$ cat config.mk
export PLATFORM = sky130hd
export DESIGN_NAME = lnk_rx
export DESIGN_NICKNAME = d
export VERILOG_FILES = /design/src/rtl/lnk_rx_pkg.sv /design/src/rtl/lnk_rx_sample.sv /design/src/rtl/lnk_rx_timer.sv /design/src/rtl/lnk_rx_emit.sv /design/src/rtl/lnk_rx.sv
export SDC_FILE = /design/constraint.sdc
export NUM_CORES = 1
export LEC_CHECK = 0
export BUFFER_PORTS_ARGS = -buffer_cell sky130_fd_sc_hd__buf_4
export CAP_MARGIN = 20
export CORE_ASPECT_RATIO = 0.5
export CORE_UTILIZATION = 59
export DETAILED_ROUTE_END_ITERATION = 12
export GPL_TIMING_DRIVEN = 0
export PLACE_DENSITY = 0.8
export SKIP_CTS_REPAIR_TIMING = 1
export SLEW_MARGIN = 10
export SYNTH_ARGS = -nofsm -noshare
export SYNTH_HDL_FRONTEND = slang
export SYNTH_HIERARCHICAL = 1
export SYNTH_SLANG_ARGS = --single-unit
export TNS_END_PERCENT = 30
$ cat constraint.sdc
create_clock -name clk_i -period 4.7 [get_ports clk_i]
set_input_delay 1.41 -clock clk_i [delete_from_list [all_inputs] [get_ports clk_i]]
set_output_delay 1.41 -clock clk_i [all_outputs]
set_load 0.03 [all_outputs]
$ cat src/rtl/lnk_rx_pkg.sv
package lnk_rx_pkg;
  localparam int STAT_W = 16;

  typedef enum logic [2:0] {
    ST_IDLE, ST_ADDR, ST_AREL, ST_WLO, ST_WHI, ST_PUSH2, ST_FIN
  } rx_state_e;

  localparam logic [STAT_W-1:0] STATUS_NOMARK = 16'hFFFF;  // -1
  localparam logic [STAT_W-1:0] STATUS_PROTO  = 16'hFFFD;  // -3
endpackage

$ cat src/rtl/lnk_rx_sample.sv
module lnk_rx_sample #(
  parameter int DATA_W = 8
) (
  input  logic              clk_i,
  input  logic              rst_ni,
  input  logic              req_n_i,
  input  logic              ctl_i,
  input  logic [DATA_W-1:0] data_i,
  output logic              req_n_o,
  output logic              ctl_o,
  output logic [DATA_W-1:0] data_o,
  output logic              stable_o
);
  localparam int CW = 2;

  logic [CW-1:0]     c1_q, c2_q;
  logic [DATA_W-1:0] d1_q;

  always_ff @(posedge clk_i or negedge rst_ni) begin
    if (!rst_ni) begin
      c1_q <= '1;
      c2_q <= '1;
      d1_q <= '1;
    end else begin
      c1_q <= {req_n_i, ctl_i};
      c2_q <= c1_q;
      d1_q <= data_i;
    end
  end

  // older control read must match the newer one
  assign stable_o = (c1_q == c2_q);
  assign req_n_o  = c1_q[1];
  assign ctl_o    = c1_q[0];
  assign data_o   = d1_q;
endmodule

$ cat src/rtl/lnk_rx_timer.sv
module lnk_rx_timer #(
  parameter int TIMEOUT = 65535
) (
  input  logic clk_i,
  input  logic rst_ni,
  input  logic load_i,
  input  logic tick_i,
  output logic expired_o
);
  localparam int TW = $clog2(TIMEOUT + 1);
  localparam logic [TW-1:0] RELOAD = TW'(TIMEOUT);

  logic [TW-1:0] cnt_q;

  always_ff @(posedge clk_i or negedge rst_ni) begin
    if (!rst_ni)                    cnt_q <= RELOAD;
    else if (load_i)                cnt_q <= RELOAD;
    else if (tick_i && cnt_q != '0) cnt_q <= cnt_q - 1'b1;
  end

  assign expired_o = tick_i && (cnt_q == '0);
endmodule

$ cat src/rtl/lnk_rx_emit.sv
module lnk_rx_emit #(
  parameter int DATA_W = 8
) (
  input  logic              clk_i,
  input  logic              rst_ni,
  input  logic              push_i,
  input  logic [DATA_W-1:0] byte_i,
  input  logic              flush_i,
  output logic              valid_o,
  output logic [DATA_W-1:0] byte_o,
  output logic              last_o
);
  // one byte held back so the final one can carry the last flag
  logic [DATA_W-1:0] hold_q, out_q;
  logic              hv_q, vld_q, last_q;

  always_ff @(posedge clk_i or negedge rst_ni) begin
    if (!rst_ni) begin
      hold_q <= '0;
      out_q  <= '0;
      hv_q   <= 1'b0;
      vld_q  <= 1'b0;
      last_q <= 1'b0;
    end else begin
      vld_q  <= 1'b0;
      last_q <= 1'b0;
      if (push_i) begin
        if (hv_q) begin
          vld_q <= 1'b1;
          out_q <= hold_q;
        end
        hold_q <= byte_i;
        hv_q   <= 1'b1;
      end else if (flush_i) begin
        if (hv_q) begin
          vld_q  <= 1'b1;
          out_q  <= hold_q;
          last_q <= 1'b1;
        end
        hv_q <= 1'b0;
      end
    end
  end

  assign valid_o = vld_q;
  assign byte_o  = out_q;
  assign last_o  = last_q;
endmodule

$ cat src/rtl/lnk_rx.sv
module lnk_rx
  import lnk_rx_pkg::*;
#(
  parameter int DATA_W  = 8,
  parameter int LEN_W   = 8,
  parameter int TIMEOUT = 65535
) (
  input  logic              clk_i,
  input  logic              rst_ni,
  input  logic              start_i,
  input  logic [DATA_W-1:0] own_addr_i,
  input  logic [LEN_W-1:0]  max_len_i,
  input  logic              req_n_i,
  input  logic              ctl_i,
  input  logic [DATA_W-1:0] data_i,
  output logic              ack_drive_o,
  output logic              byte_valid_o,
  output logic [DATA_W-1:0] byte_o,
  output logic              byte_last_o,
  output logic              done_o,
  output logic [STAT_W-1:0] status_o
);
  localparam int CNT_W = STAT_W;

  logic              s_req_n, s_ctl, s_stb;
  logic [DATA_W-1:0] s_dat;
  logic              t_load, t_tick, t_exp;
  logic              hit, waiting;
  logic              push, flush;
  logic [DATA_W-1:0] push_byte;
  logic [CNT_W-1:0]  max_ext;

  rx_state_e         state_q, state_d;
  logic              ack_q, ack_d, k2_q, k2_d, done_q;
  logic [CNT_W-1:0]  cnt_q, cnt_d;
  logic [STAT_W-1:0] stat_q, stat_d;
  logic [DATA_W-1:0] b1_q, b1_d, b2_q, b2_d;

  lnk_rx_sample #(.DATA_W(DATA_W)) u_sample (
    .clk_i, .rst_ni, .req_n_i, .ctl_i, .data_i,
    .req_n_o(s_req_n), .ctl_o(s_ctl), .data_o(s_dat), .stable_o(s_stb)
  );

  lnk_rx_timer #(.TIMEOUT(TIMEOUT)) u_timer (
    .clk_i, .rst_ni, .load_i(t_load), .tick_i(t_tick), .expired_o(t_exp)
  );

  lnk_rx_emit #(.DATA_W(DATA_W)) u_emit (
    .clk_i, .rst_ni, .push_i(push), .byte_i(push_byte), .flush_i(flush),
    .valid_o(byte_valid_o), .byte_o(byte_o), .last_o(byte_last_o)
  );

  assign max_ext = CNT_W'(max_len_i);
  assign waiting = state_q inside {ST_ADDR, ST_AREL, ST_WLO, ST_WHI};

  always_comb begin
    unique case (state_q)
      ST_ADDR: hit = s_stb && s_ctl && !s_req_n && (s_dat == own_addr_i);
      ST_AREL: hit = s_stb && s_req_n;
      ST_WLO:  hit = s_stb && !s_req_n;
      ST_WHI:  hit = s_stb && s_req_n;
      default: hit = 1'b0;
    endcase
  end

  assign t_tick = waiting && !hit;

  always_comb begin
    state_d   = state_q;
    ack_d     = ack_q;
    cnt_d     = cnt_q;
    stat_d    = stat_q;
    b1_d      = b1_q;
    b2_d      = b2_q;
    k2_d      = k2_q;
    push      = 1'b0;
    push_byte = b1_q;
    flush     = 1'b0;
    t_load    = 1'b0;
    unique case (state_q)
      ST_IDLE: if (start_i) begin
        t_load  = 1'b1;
        cnt_d   = '0;
        state_d = ST_ADDR;
      end
      ST_ADDR: if (hit) begin
        ack_d   = 1'b1;
        t_load  = 1'b1;
        state_d = ST_AREL;
      end else if (t_exp) begin
        stat_d  = STATUS_NOMARK;
        state_d = ST_FIN;
      end
      ST_AREL: if (hit) begin
        ack_d   = 1'b0;
        t_load  = 1'b1;
        state_d = ST_WLO;
      end else if (t_exp) begin
        ack_d   = 1'b0;
        stat_d  = cnt_q;
        state_d = ST_FIN;
      end
      ST_WLO: if (hit) begin
        b1_d    = s_dat;
        ack_d   = 1'b1;
        t_load  = 1'b1;
        state_d = ST_WHI;
      end else if (t_exp) begin
        stat_d  = cnt_q;
        state_d = ST_FIN;
      end
      ST_WHI: if (hit) begin
        ack_d  = 1'b0;
        t_load = 1'b1;
        if (s_ctl) begin
          // end of packet: first byte is a dummy, second must be zero
          stat_d  = (s_dat == '0) ? cnt_q : STATUS_PROTO;
          state_d = ST_FIN;
        end else begin
          push    = (cnt_q < max_ext);
          b2_d    = s_dat;
          k2_d    = ((cnt_q + 1'b1) < max_ext);
          cnt_d   = cnt_q + CNT_W'(2);
          state_d = ST_PUSH2;
        end
      end else if (t_exp) begin
        ack_d   = 1'b0;
        stat_d  = cnt_q;
        state_d = ST_FIN;
      end
      ST_PUSH2: begin
        push      = k2_q;
        push_byte = b2_q;
        state_d   = ST_WLO;
      end
      ST_FIN: begin
        flush   = 1'b1;
        state_d = ST_IDLE;
      end
      default: state_d = ST_IDLE;
    endcase
  end

  always_ff @(posedge clk_i or negedge rst_ni) begin
    if (!rst_ni) begin
      state_q <= ST_IDLE;
      ack_q   <= 1'b0;
      cnt_q   <= '0;
      stat_q  <= '0;
      b1_q    <= '0;
      b2_q    <= '0;
      k2_q    <= 1'b0;
      done_q  <= 1'b0;
    end else begin
      state_q <= state_d;
      ack_q   <= ack_d;
      cnt_q   <= cnt_d;
      stat_q  <= stat_d;
      b1_q    <= b1_d;
      b2_q    <= b2_d;
      k2_q    <= k2_d;
      done_q  <= (state_q == ST_FIN);
    end
  end

  assign ack_drive_o = ack_q;
  assign done_o      = done_q;
  assign status_o    = stat_q;

  // acknowledge is released whenever the attempt reports
  p_ack_low_at_done_r12: assert property (@(posedge clk_i) disable iff (!rst_ni)
    done_o |-> !ack_drive_o);
  // last flag only comes out together with done
  p_last_with_done_r12: assert property (@(posedge clk_i) disable iff (!rst_ni)
    (byte_valid_o && byte_last_o) |-> done_o);
  // done is a single-cycle pulse
  p_done_pulse_r12: assert property (@(posedge clk_i) disable iff (!rst_ni)
    done_o |=> !done_o);
  // acknowledge is only driven after request was seen low
  p_ack_rise_after_req_r5: assert property (@(posedge clk_i) disable iff (!rst_ni)
    $rose(ack_drive_o) |-> !$past(s_req_n));
  // acknowledge is released only on seen request release or on exit
  p_ack_fall_after_release_r4: assert property (@(posedge clk_i) disable iff (!rst_ni)
    $fell(ack_drive_o) |-> ($past(s_req_n) || state_q == ST_FIN));
endmodule

## Word level (Yosys, flattened, before mapping)

Index checks and enable logic that the tools add are counted.

| storage, ports and cells | value |
|---|---|
| output and inout port bits | 28 |
| register bits after elaboration | 101 |
| word-level logic and storage cells | 113 |

| cells by class | value |
|---|---|
| $add $sub $neg | 3 |
| multiplexer cells | 44 |
| equal/unequal tests | 17 |
| bitwise gates (word level) | 1 |
| magnitude comparators | 2 |
| reduce and logical (&&, ||, !) cells | 29 |

Operator list:

| kind | number |
|---|---|
| $mux 16 | 12 |
| $pmux 16 s3 | 1 |
| $lt 16x8->1 | 2 |
| $mux 8 | 4 |
| $pmux 16 s2 | 1 |
| $mux 3 | 6 |
| $pmux 3 s6 | 1 |
| $add 16x1->16 const B | 1 |
| $add 16x2->16 const B | 1 |
| $logic_not 16->1 | 1 |
| $reduce_bool 16->1 | 1 |
| $sub 16x1->16 const B | 1 |
| $mux 1 | 14 |
| $ne 2x2->1 const B | 6 |
| $eq 3x3->1 const B | 3 |
| $eq 8x8->1 | 1 |
| $logic_and 1x1->1 | 8 |
| $logic_not 8->1 | 1 |
| $reduce_bool 2->1 | 4 |
| $eq 3x2->1 const B | 2 |
| $pmux 1 s2 | 3 |
| $reduce_and 3->1 | 2 |
| $reduce_or 2->1 | 3 |
| $reduce_and 5->1 | 1 |
| 15 further kinds | 16 |

## Depth between registers and ports, before layout

Gate-level depths: netlist of the first run.

| logic depth | value |
|---|---|
| word-level depth | 11 |
| gate-level depth with buffers | 18 |

## Modules after synthesis

The synthesis of the first run kept the hierarchy.

By module, submodules not included:

| module | area an instance (um2) | seq. area each (um2) | instances | cells an instance |
|---|---|---|---|---|
| lnk_rx | 2,992.9 | 1,326.3 | 1 | 299 |
| lnk_rx_timer | 1,003.5 | 420.4 | 1 | 100 |
| lnk_rx_emit | 701.9 | 475.5 | 1 | 42 |
| lnk_rx_sample | 336.6 | 315.3 | 1 | 15 |

## Worst setup path before layout of the first run

Ideal clock, no wire load.

| timing | value |
|---|---|
| kind | input to register |
| from | in own_addr_i[4] |
| to | reg stat_q[10], in the netlist status_o[10] |
| library setup time | 0.121 ns |
| path slack | 0.783 ns |
| data arrival time | 3.796 ns |
| cell stages on the path | 16 |
| buffers on the path | 3 |
| cell sequence | xnor2_1 -> nand4_1 -> or3_1 -> buf_2 -> nand2_1 -> a21oi_1 -> nand3_2 -> nor2_1 -> buf_1 -> a21oi_1 -> nor2_1 -> and2_1 -> o2bb2ai_1 -> nand3_2 -> buf_4 -> o22a_1 |

| on the way | value |
|---|---|
| cells in the longest elaborated chain, start to end | 9 |
| elaborated cells on any way between the ends | 15 |
| those cells by class | eq/ne (5); mux (5); reduce/logical (5) |

Ends and longest elaborated chain:

| element | line | source |
|---|---|---|
| from (decl) | lnk_rx.sv:11 | `input logic [DATA_W-1:0] own_addr_i,` |
| $eq 8x8->1 (*) | lnk_rx.sv:58 | `ST_ADDR: hit = s_stb && s_ctl && !s_req_n && (s_dat == own_addr_i);` |
| $logic_and 1x1->1 (*) | lnk_rx.sv:58 |  |
| $pmux 1 s3 (*) | lnk_rx.sv:57 | `unique case (state_q)` |
| $logic_not 1->1 (*) | lnk_rx.sv:66 | `assign t_tick = waiting && !hit;` |
| $logic_and 1x1->1 (*) | lnk_rx.sv:66 |  |
| net t_tick | lnk_rx.sv:27 | `logic t_load, t_tick, t_exp;` |
| $logic_and 1x1->1 (*) | lnk_rx_timer.sv:21 | `assign expired_o = tick_i && (cnt_q == '0);` |
| net t_exp | lnk_rx.sv:27 |  |
| $mux 16 | - |  |
| $mux 16, on equally long branches | - |  |
| $pmux 16 s3 | lnk_rx.sv:80 | `unique case (state_q)` |
| to (signal assigned) | lnk_rx.sv:158 | `stat_q <= stat_d;` |
| to (decl) | lnk_rx.sv:36 | `logic [STAT_W-1:0] stat_q, stat_d;` |

The timed path passes the listed nets; every way through them passes the cells marked *. The select of a mux whose other input is x is not followed.
A chain may end at the register's enable or synchronous reset.

## Worst setup path in the final report of the first run

| timing | value |
|---|---|
| from | in own_addr_i[4] |
| to | reg stat_q[5], in the netlist status_o[5] |

Same word-level chain as after synthesis.

==> results of run 1 <==
==> state kept, by name, summed over array words and instances, names as in the netlist <==
register and flops:
u_sample/c2_q 2, b1_q 8, b2_q 8, ack_drive_o 1, state_q 3, u_emit/hold_q 8, u_timer/cnt_q 16, cnt_q 15
k2_q 1, u_sample/c1_q 2, done_o 1, status_o 16, u_emit/valid_o 1, u_emit/byte_o 8, u_sample/data_o 8, u_emit/hv_q 1
u_emit/last_o 1
==> placed cells by master (no fill, tap or decap), drive strengths merged, types with 3 or more instances in the layout <==
cell type | Yosys | final
a21oi | 15 | 15
o22a | 13 | 13
nand4 | 5 | 5
nor3 | 6 | 6
nand2b | 5 | 5
o211ai | 4 | 4
a211oi | 4 | 4
dfrtp | 72 | 72
nand3b | 3 | 3
mux2 | 32 | 32
mux2i | 17 | 17
ha | 16 | 16
and3 | 3 | 3
or3 | 7 | 7
o31ai | 3 | 3
nor2 | 33 | 33
clkbuf | 14 | 24
nor4 | 9 | 9
clkinv | 0 | 3
xor2 | 5 | 5
o21ai | 20 | 20
xnor2 | 8 | 8
nand2 | 42 | 42
nor2b | 13 | 13
dfstp | 28 | 28
nand3 | 15 | 15
a21o | 3 | 3
o22ai | 3 | 3
inv | 17 | 19
buf | 8 | 65
==> layer usage <==
| layer | vias up | routed length [um] |
|---|---|---|
| met5 | - | 0 |
| met4 | 0 | 120 |
| met3 | 12 | 483 |
| met2 | 82 | 4704 |
| met1 | 1821 | 5171 |
| li1 | 1767 | - |
==> area by class of cell <==
cell class,instances,area [um2]
Sequential cell,100,2537
Multi-Input combinational cell,317,2317
Fill cell,599,2243
Timing Repair Buffer,57,440.4
Clock buffer,10,239.0
Tap cell,112,140.1
Buffer,22,116.4
Inverter,17,63.81
Clock inverter,6,46.29
==> worst max path at each step <==
| stage | to | slack, ns | depth (start not counted) |
|---|---|---|---|
| after floorplan | status_o[10] | 0.78 | 16 |
| after global placement | status_o[11] | 0.09 | 17 |
| after detailed placement | status_o[5] | 0.06 | 17 |
| after CTS | status_o[10] | 0.41 | 17 |
| after global routing | status_o[12] | 0.14 | 17 |
| final | status_o[5] | 0.39 | 17 |
==> where the power goes <==
group          leakage, uW  internal [uW]  switching, uW
Combinational      0.00134            247            266
Sequential         0.00125           1000            124
Clock             0.000141            378            331
Total              0.00273           1630            721
==> per-stage QoR <==
step	total power, uW	instance area [um2]	utilization [%]	hold slack, ns
2_1_floorplan	1495	5035	-	0.3687
3_3_place_gp	1626	5595	68.70	0.3784
3_5_place_dp	1652	5615	68.95	0.3831
4_1_cts	2363	5901	72.45	0.3932
5_1_grt	2479	5901	72.45	0.3975
6_report	2348	5901	72.45	0.3905
==> cells in the mapped netlist, types with 3 or more instances <==
library cell  instances
a211oi_1              3
a21o_1                3
a21oi_1              15
and3_1                3
buf_4                 3
clkbuf_1             13
dfrtp_1              72
dfstp_2              28
ha_1                 16
inv_1                17
mux2_2               32
mux2i_1              17
nand2_1              42
nand2b_1              5
nand3_1              13
nand3b_1              3
nand4_1               5
nor2_1               32
nor2b_1              13
nor3_1                3
nor4_1                8
o211ai_1              4
o21ai_0              17
o22a_1               13
o31ai_1               3
or3_1                 6
xnor2_1               8
xor2_1                5
==> kinds of logic (layout without fill, tap and decap cells) <==
logic type,Yosys count,after routing
adder cells (fa/ha/maj),16,16
XOR/XNOR,13,13
flip-flops,100,100
buffers and inverters,39,112
AND/OR/NAND/NOR,155,155
multiplexers,49,49
AO/OA/AOI/OAI,84,84
==> flow_summary.ini, run 1 <==
[run]
cap_violations = 0

[setup_path]
end_kind = register
rr_startpoint = u_sample/c1_q[0]
path_buf_inv = 4
regToRegSetupSlack_ns = 0.60
crit_required_ns = 4.94
crit_type = in2reg
arrival_ns = 4.54
crit_family = simple AND/OR/NAND/NOR gates
startpoint = own_addr_i[4]
crit_fanout = 10
crit_chain = buf_4 -> xnor2_1 -> nand4_1 -> or3_1 -> buf_2 -> nand2_1 -> a21oi_1 -> nand3_2 -> nor2_1 -> buf_1 -> a21oi_1 -> nor2_1 -> and2_1 -> o2bb2ai_1 -> nand3_2 -> buf_4 -> o22a_1
cpPeakStageDelay_ns = 0.39
regToRegEndpoint = status_o[5]
worstSetupStartpointType = input pin
crit_slowest_cell = a21oi_1
r2r_cells = 18

[logic_synthesis]
synth_area_leaders = dfrtp_1 (36%), dfstp_2 (15%), mux2_2 (7.2%), ha_1 (4.0%), mux2i_1 (3.4%)
synth_compound_area_share_pct = 12.45
synth-simple-area-share_pct = 16.80
synth_area_um2 = 5035
synth-seq-cells = 100
ys.warnings.count = 6
synth_mux_area_share_pct = 10.54
synth_top_area_share_pct = 35.79
synth.avg_cell_area_um2 = 11.04
synth_top_family_by_area = simple AND/OR/NAND/NOR gates
synth_ff_type = dfrtp_1
yosysTopAreaCell = dfrtp_1
synthesis.instances = 456
synth_xor_area_share_pct = 2.261
synth_edf_count = 0
ys_types = 68
synthAdderAreaFrac_pct = 3.976
async_flop_share_pct = 100.0
yosysSeqAreaShare_pct = 50.40
syn_nets = 501

[layout]
final_nets = 569
synthToLayoutAreaGrowth_pct = 17.20
n_antenna_cell = 0
final_cells = 641
layout-drive-gt1-share_pct = 30.25

[detailed_routing]
drc = 0
drt-initial-drc-count = 231
num_vias = 3682
drtPass1Iterations = 5
routed_wl_um = 10480
wl_per_cell_um = 16.35
ant_nets = 0
viasPerCell = 5.744

[placed_design]
portBuffers = 56
dpl.hpwl_um = 7486
gp_congestion = 0.8437
place_inst = 625
dp_slack_ns = 0.06046

[timing]
worst_slack_ns = 0.3927
slew_viol_final = 0
setup-tns-final_ns = 0
fin_crit_sh_pct = 91.65
max_slew_margin_pct = 49.30
rsz0062_at_grt = false
final-hold-violation-count = 0
setup_viol = 0
fmax_mhz = 232.2
fin_skew_ns = 0.007198
worst_pin_slew_ns = 0.7606
period_minus_slack_ns = 4.307

[floorplan]
num_io_pins = 57
die_area_um2 = 8929
core_um2 = 8144
dieHeight_um = 67.32
initial_core_util_pct = 61.82
fp-row-count = 23
die_w_um = 132.6

[hold_path]
hp-class = reg2reg
min_from = u_sample/c1_q[1]
whs_path_depth = 0
holdPathEnd = u_sample/c2_q[1]

[clock_network]
cts_tree = yes
root_buffer = clkbuf_16
h-tree-depth = 3
cts_buffers = 9
path_clk_slew_ns = 0.07
cts_sinks = 100
clock_latency_ns = 0.35
clk_path_buf_depth = 2

[pwr]
powerDensity_nw_per_um2 = 397.9
p_leak_uw = 0.002731
irDropWorstVdd_uv = 235.7

[grt]
grt_max_degree = 61
use_met1_pct = 36.56
grt_overflow = 0
grtUsageMet2_pct = 40.53
grt.busiest_layer = met2
grt_pass1_vias = 3512
antenna_found_initial = 0
grt_pass1_wl_um = 17420
grt_util_met3_pct = 5.856
grt.total_usage_pct = 25.79

[run_status]
status = finished clean
No activity file was read; power rests on OpenSTA's default activity.
==> inputs of run 2 (changes only) <==
--- a/config.mk
+++ b/config.mk
@@ -10,7 +10,6 @@
 export CORE_ASPECT_RATIO = 0.5
 export CORE_UTILIZATION = 59
 export DETAILED_ROUTE_END_ITERATION = 12
-export GPL_TIMING_DRIVEN = 0
 export PLACE_DENSITY = 0.8
 export SKIP_CTS_REPAIR_TIMING = 1
 export SLEW_MARGIN = 10
==> flow_summary.ini, run 2 (same netlist as run 1, synthesis figures left out) <==
[run_status]
status = finished clean

[pwr]
irDropWorstVdd_uv = 232.2
power_uw = 2411
p_leak_uw = 0.002702
powerDensity_nw_per_um2 = 413.6

[detailed_routing]
num_vias = 3619
ant_nets = 0
viasPerCell = 5.818
wl_per_cell_um = 16.77
drc = 0
drt-initial-drc-count = 260
drtPass1Iterations = 4
routed_wl_um = 10430

[timing]
worst_pin_slew_ns = 0.9182
hold-worst-slack_ns = 0.3857
slew_viol_final = 0
max_slew_margin_pct = 38.61
rsz0062_at_grt = false
fin_skew_ns = 0.006498
fin_crit_sh_pct = 87.37
setup-tns-final_ns = 0
final-hold-violation-count = 0
period_minus_slack_ns = 4.106
setup_viol = 0
fmax_mhz = 243.5

[clock_network]
root_buffer = clkbuf_16
clock_latency_ns = 0.34
h-tree-depth = 3
cts_tree = yes
path_clk_slew_ns = 0.06
clk_path_buf_depth = 2
cts_buffers = 9
cts_sinks = 100

[setup_path]
arrival_ns = 4.32
end_kind = register
crit_fanout = 13
crit_type = in2reg
crit_required_ns = 4.92
worstSetupStartpointType = input pin

[placed_design]
dpl.hpwl_um = 7248
portBuffers = 56
gp_congestion = 0.8006
placed_area_um2 = 5509

[layout]
n_antenna_cell = 0
final_nets = 550
layout-drive-gt1-share_pct = 30.00
final_cell_mix = dfrtp_1 (72), buf_4 (60), nand2_1 (42)
utilization_pct = 71.58
final_area_um2 = 5829
fillers = 594
synthToLayoutAreaGrowth_pct = 15.78
layout_commonest_cell = dfrtp_1

[grt]
grt.total_usage_pct = 25.46
grt_pass1_vias = 3470
grt_overflow = 0
grt_max_degree = 64
grt_pass1_wl_um = 17140
antenna_found_initial = 0

[floorplan]
fp-row-count = 23
die_w_um = 132.6
initial_core_util_pct = 61.82
die_area_um2 = 8929
dieHeight_um = 67.32
num_io_pins = 57
core_um2 = 8144

[run]
cap_violations = 0

[hold_path]
hp-class = reg2reg
==> run 2: path summary, 6_finish.rpt <==
path	endpoint	depth (start not counted)	slack, ns	from
worst max register to register	status_o[15]	15	0.84	u_sample/c1_q[0]
max in group asynchronous	u_sample/data_o[0]	2	2.72	rst_ni
min in group asynchronous	cnt_q[2]	1	1.13	rst_ni
worst min-delay path	u_sample/c2_q[1]	0	0.39	u_sample/c1_q[1]
worst max-delay path	status_o[15]	14	0.59	own_addr_i[3]
worst min register to register	u_sample/c2_q[1]	0	0.39	u_sample/c1_q[1]
==> run 2: final cells by class <==
class / instances / area, um2 / area share (%)
clock buffer: 12 / 246.5 / 4.228
tap: 112 / 140.1 / 2.404
multi-input combinational: 317 / 2317 / 39.75
clock inverter: 4 / 73.82 / 1.266
inverter: 17 / 63.81 / 1.095
sequential: 100 / 2537 / 43.53
timing repair buffer: 60 / 450.4 / 7.727
==> run 2: power by group <==
part           total (uW)  switching [uW]  internal (uW)
registers            1140             140           1000
clock network         791             309            481
logic                 480             248            232
total                2410             697           1710
==> run 2: layer usage <==
metal / GRT usage, % / routed length, um
met5: 0 / 0
met4: 9.195 / 141
met3: 6.306 / 505
met2: 41.32 / 4774
met1: 33.97 / 5012
==> run 2: metrics by stage <==
stage | std cells | worst slack, ns
final | 622 | 0.5936
after global routing | 622 | 0.3412
after CTS | 622 | 0.6502
after detailed placement | 606 | 0.3290
after global placement | 606 | 0.4883
after floorplan | 456 | 0.7830
==> run 2: worst max-delay path, stage by stage <==
cell and delay (ns):
buf_4 0.11, xnor2_1 0.12, nand4b_1 0.10, or3_1 0.30
nand2_1 0.23, a21oi_1 0.42, nand3_2 0.29, nor2_1 0.21
a21oi_1 0.08, nor2_1 0.09, and2_1 0.16, o2bb2ai_1 0.17
nand3_2 0.30, o22a_1 0.32
==> inputs of run 3 (changes only) <==
--- a/config.mk
+++ b/config.mk
@@ -11,6 +11,8 @@
 export CORE_UTILIZATION = 59
 export DETAILED_ROUTE_END_ITERATION = 12
 export PLACE_DENSITY = 0.8
+export REMOVE_ABC_BUFFERS = 1
+export SETUP_SLACK_MARGIN = 0.3
 export SKIP_CTS_REPAIR_TIMING = 1
 export SLEW_MARGIN = 10
 export SYNTH_ARGS = -nofsm -noshare
==> flow_summary.ini, run 3 (same netlist as run 1, synthesis figures left out) <==
[layout]
final_area_um2 = 5802
synthToLayoutAreaGrowth_pct = 15.23
layout_commonest_cell = dfrtp_1
n_antenna_cell = 0
multi_input_area_um2 = 2317
fillers = 576
final_cell_mix = dfrtp_1 (72), buf_4 (60), nand2_1 (42)
layout-drive-gt1-share_pct = 30.26
final_nets = 550
regArea_um2 = 2537

[placed_design]
dpl.hpwl_um = 7487
gp_congestion = 0.9132
portBuffers = 56
placed_area_um2 = 5509

[timing]
max_slew_margin_pct = 37.64
worst_pin_slew_ns = 0.9328
fmax_mhz = 244.5
slew_viol_final = 0
fin_crit_sh_pct = 87.03
setup-tns-final_ns = 0
fin_skew_ns = 0.008304
setup_viol = 0
final-hold-violation-count = 0
period_minus_slack_ns = 4.090
rsz0062_at_grt = false

[grt]
grt.total_usage_pct = 25.67
grt_pass1_wl_um = 17290
antenna_found_initial = 0
grt_pass1_vias = 3529
grt_max_degree = 72
grt_overflow = 0

[clock_network]
cts_tree = yes
path_clk_slew_ns = 0.07
h-tree-depth = 3
cts_buffers = 9
root_buffer = clkbuf_16
clock_latency_ns = 0.34
cts_sinks = 100
clk_path_buf_depth = 2

[pwr]
power_frac_comb_pct = 20.5
pwr-share-seq_pct = 48.8
internal_power_uw = 1637
switching_power_uw = 707.3
power.share.clock_pct = 30.7
p_leak_uw = 0.002691
irDropWorstVdd_uv = 274.1
powerDensity_nw_per_um2 = 404.1
swShare_pct = 30.17

[detailed_routing]
drtPass1Iterations = 4
num_vias = 3643
routed_wl_um = 10660
viasPerCell = 5.866
top_layer_used = met4
wl_met3_um = 506
wl_met1_um = 5030
drc = 0
ant_nets = 0
wl_met2_um = 5006
drt-initial-drc-count = 213
wl_per_cell_um = 17.16

[hold_path]
hp-class = reg2reg
min_from = u_sample/c1_q[1]
holdPathEnd = u_sample/c2_q[1]
whs_path_depth = 0

[setup_path]
crit_type = in2reg
worstSetupStartpointType = input pin
arrival_ns = 4.32
rr_startpoint = u_sample/c1_q[0]
regToRegSetupSlack_ns = 0.89
crit_fanout = 13
end_kind = register
regToRegEndpoint = status_o[9]
crit_required_ns = 4.93
r2r_cells = 15

[floorplan]
core_um2 = 8144
num_io_pins = 57
initial_core_util_pct = 61.82
die_w_um = 132.6
die_area_um2 = 8929
fp-row-count = 23
dieHeight_um = 67.32

[run]
cap_violations = 0

[run_status]
status = finished clean
==> run 3: changes by cell type in the layout (fill, tap and decap cells not counted), sizes merged <==
| cell | before | now |
|---|---|---|
| bufinv | 2 | 0 |
| inv | 17 | 19 |
| clkinv | 2 | 1 |
==> run 3: layer usage <==
layer / GRT usage [%] / vias up
met5: 0 / -
met4: 7.040 / 0
met3: 5.706 / 11
met2: 43.29 / 123
met1: 34.15 / 1781
li1: - / 1728
==> run 3: worst max-delay path, stage by stage <==
cell and delay [ns]:
buf_4 0.11, xnor2_1 0.13, nand4b_1 0.10, or3_1 0.30, nand2_1 0.23, a21oi_1 0.39, nand3_2 0.27, nor2_1 0.22
a21oi_1 0.09, nor2_1 0.10, and2_1 0.17, o2bb2ai_1 0.19, nand3_2 0.31, o22a_1 0.30
==> run 3: worst max-delay path by stage <==
| stage | end | startpoint | slack (ns) |
|---|---|---|---|
| floorplan | status_o[10] | own_addr_i[4] | 0.80 |
| global placement | status_o[5] | own_addr_i[1] | 0.46 |
| detailed placement | status_o[9] | own_addr_i[3] | 0.33 |
| CTS | status_o[9] | own_addr_i[3] | 0.67 |
| global route | status_o[14] | own_addr_i[7] | 0.34 |
| finish | status_o[9] | own_addr_i[1] | 0.61 |
==> run 3: area by class of cell <==
type / instances / share of cell area [%]
multi-input cells: 317 / 39.94
clock buffers: 12 / 4.593
well taps: 112 / 2.415
repair buffers: 60 / 7.764
clock inverters: 3 / 0.4529
flip-flops and latches: 100 / 43.74
inverters: 17 / 1.100
==> run 3: power groups by stage <==
stage | logic, uW | registers [uW] | clock network [uW]
final | 480 | 1140 | 721
after global routing | 538 | 1160 | 766
after CTS | 484 | 1140 | 733
after detailed placement | 478 | 1150 | 0
after global placement | 457 | 1150 | 0
after floorplan | 364 | 1110 | 0
==> run 3: metrics by stage <==
stage | cells | power [uW] | util [%] | worst slack (ns) | hold WS, ns
floorplan | 434 | 1473 | - | 0.8011 | 0.3687
global placement | 606 | 1605 | 67.64 | 0.4562 | 0.3777
detailed placement | 606 | 1633 | 67.64 | 0.3254 | 0.3815
CTS | 621 | 2359 | 71.24 | 0.6710 | 0.3913
global route | 621 | 2466 | 71.24 | 0.3356 | 0.3979
finish | 621 | 2344 | 71.24 | 0.6098 | 0.3908
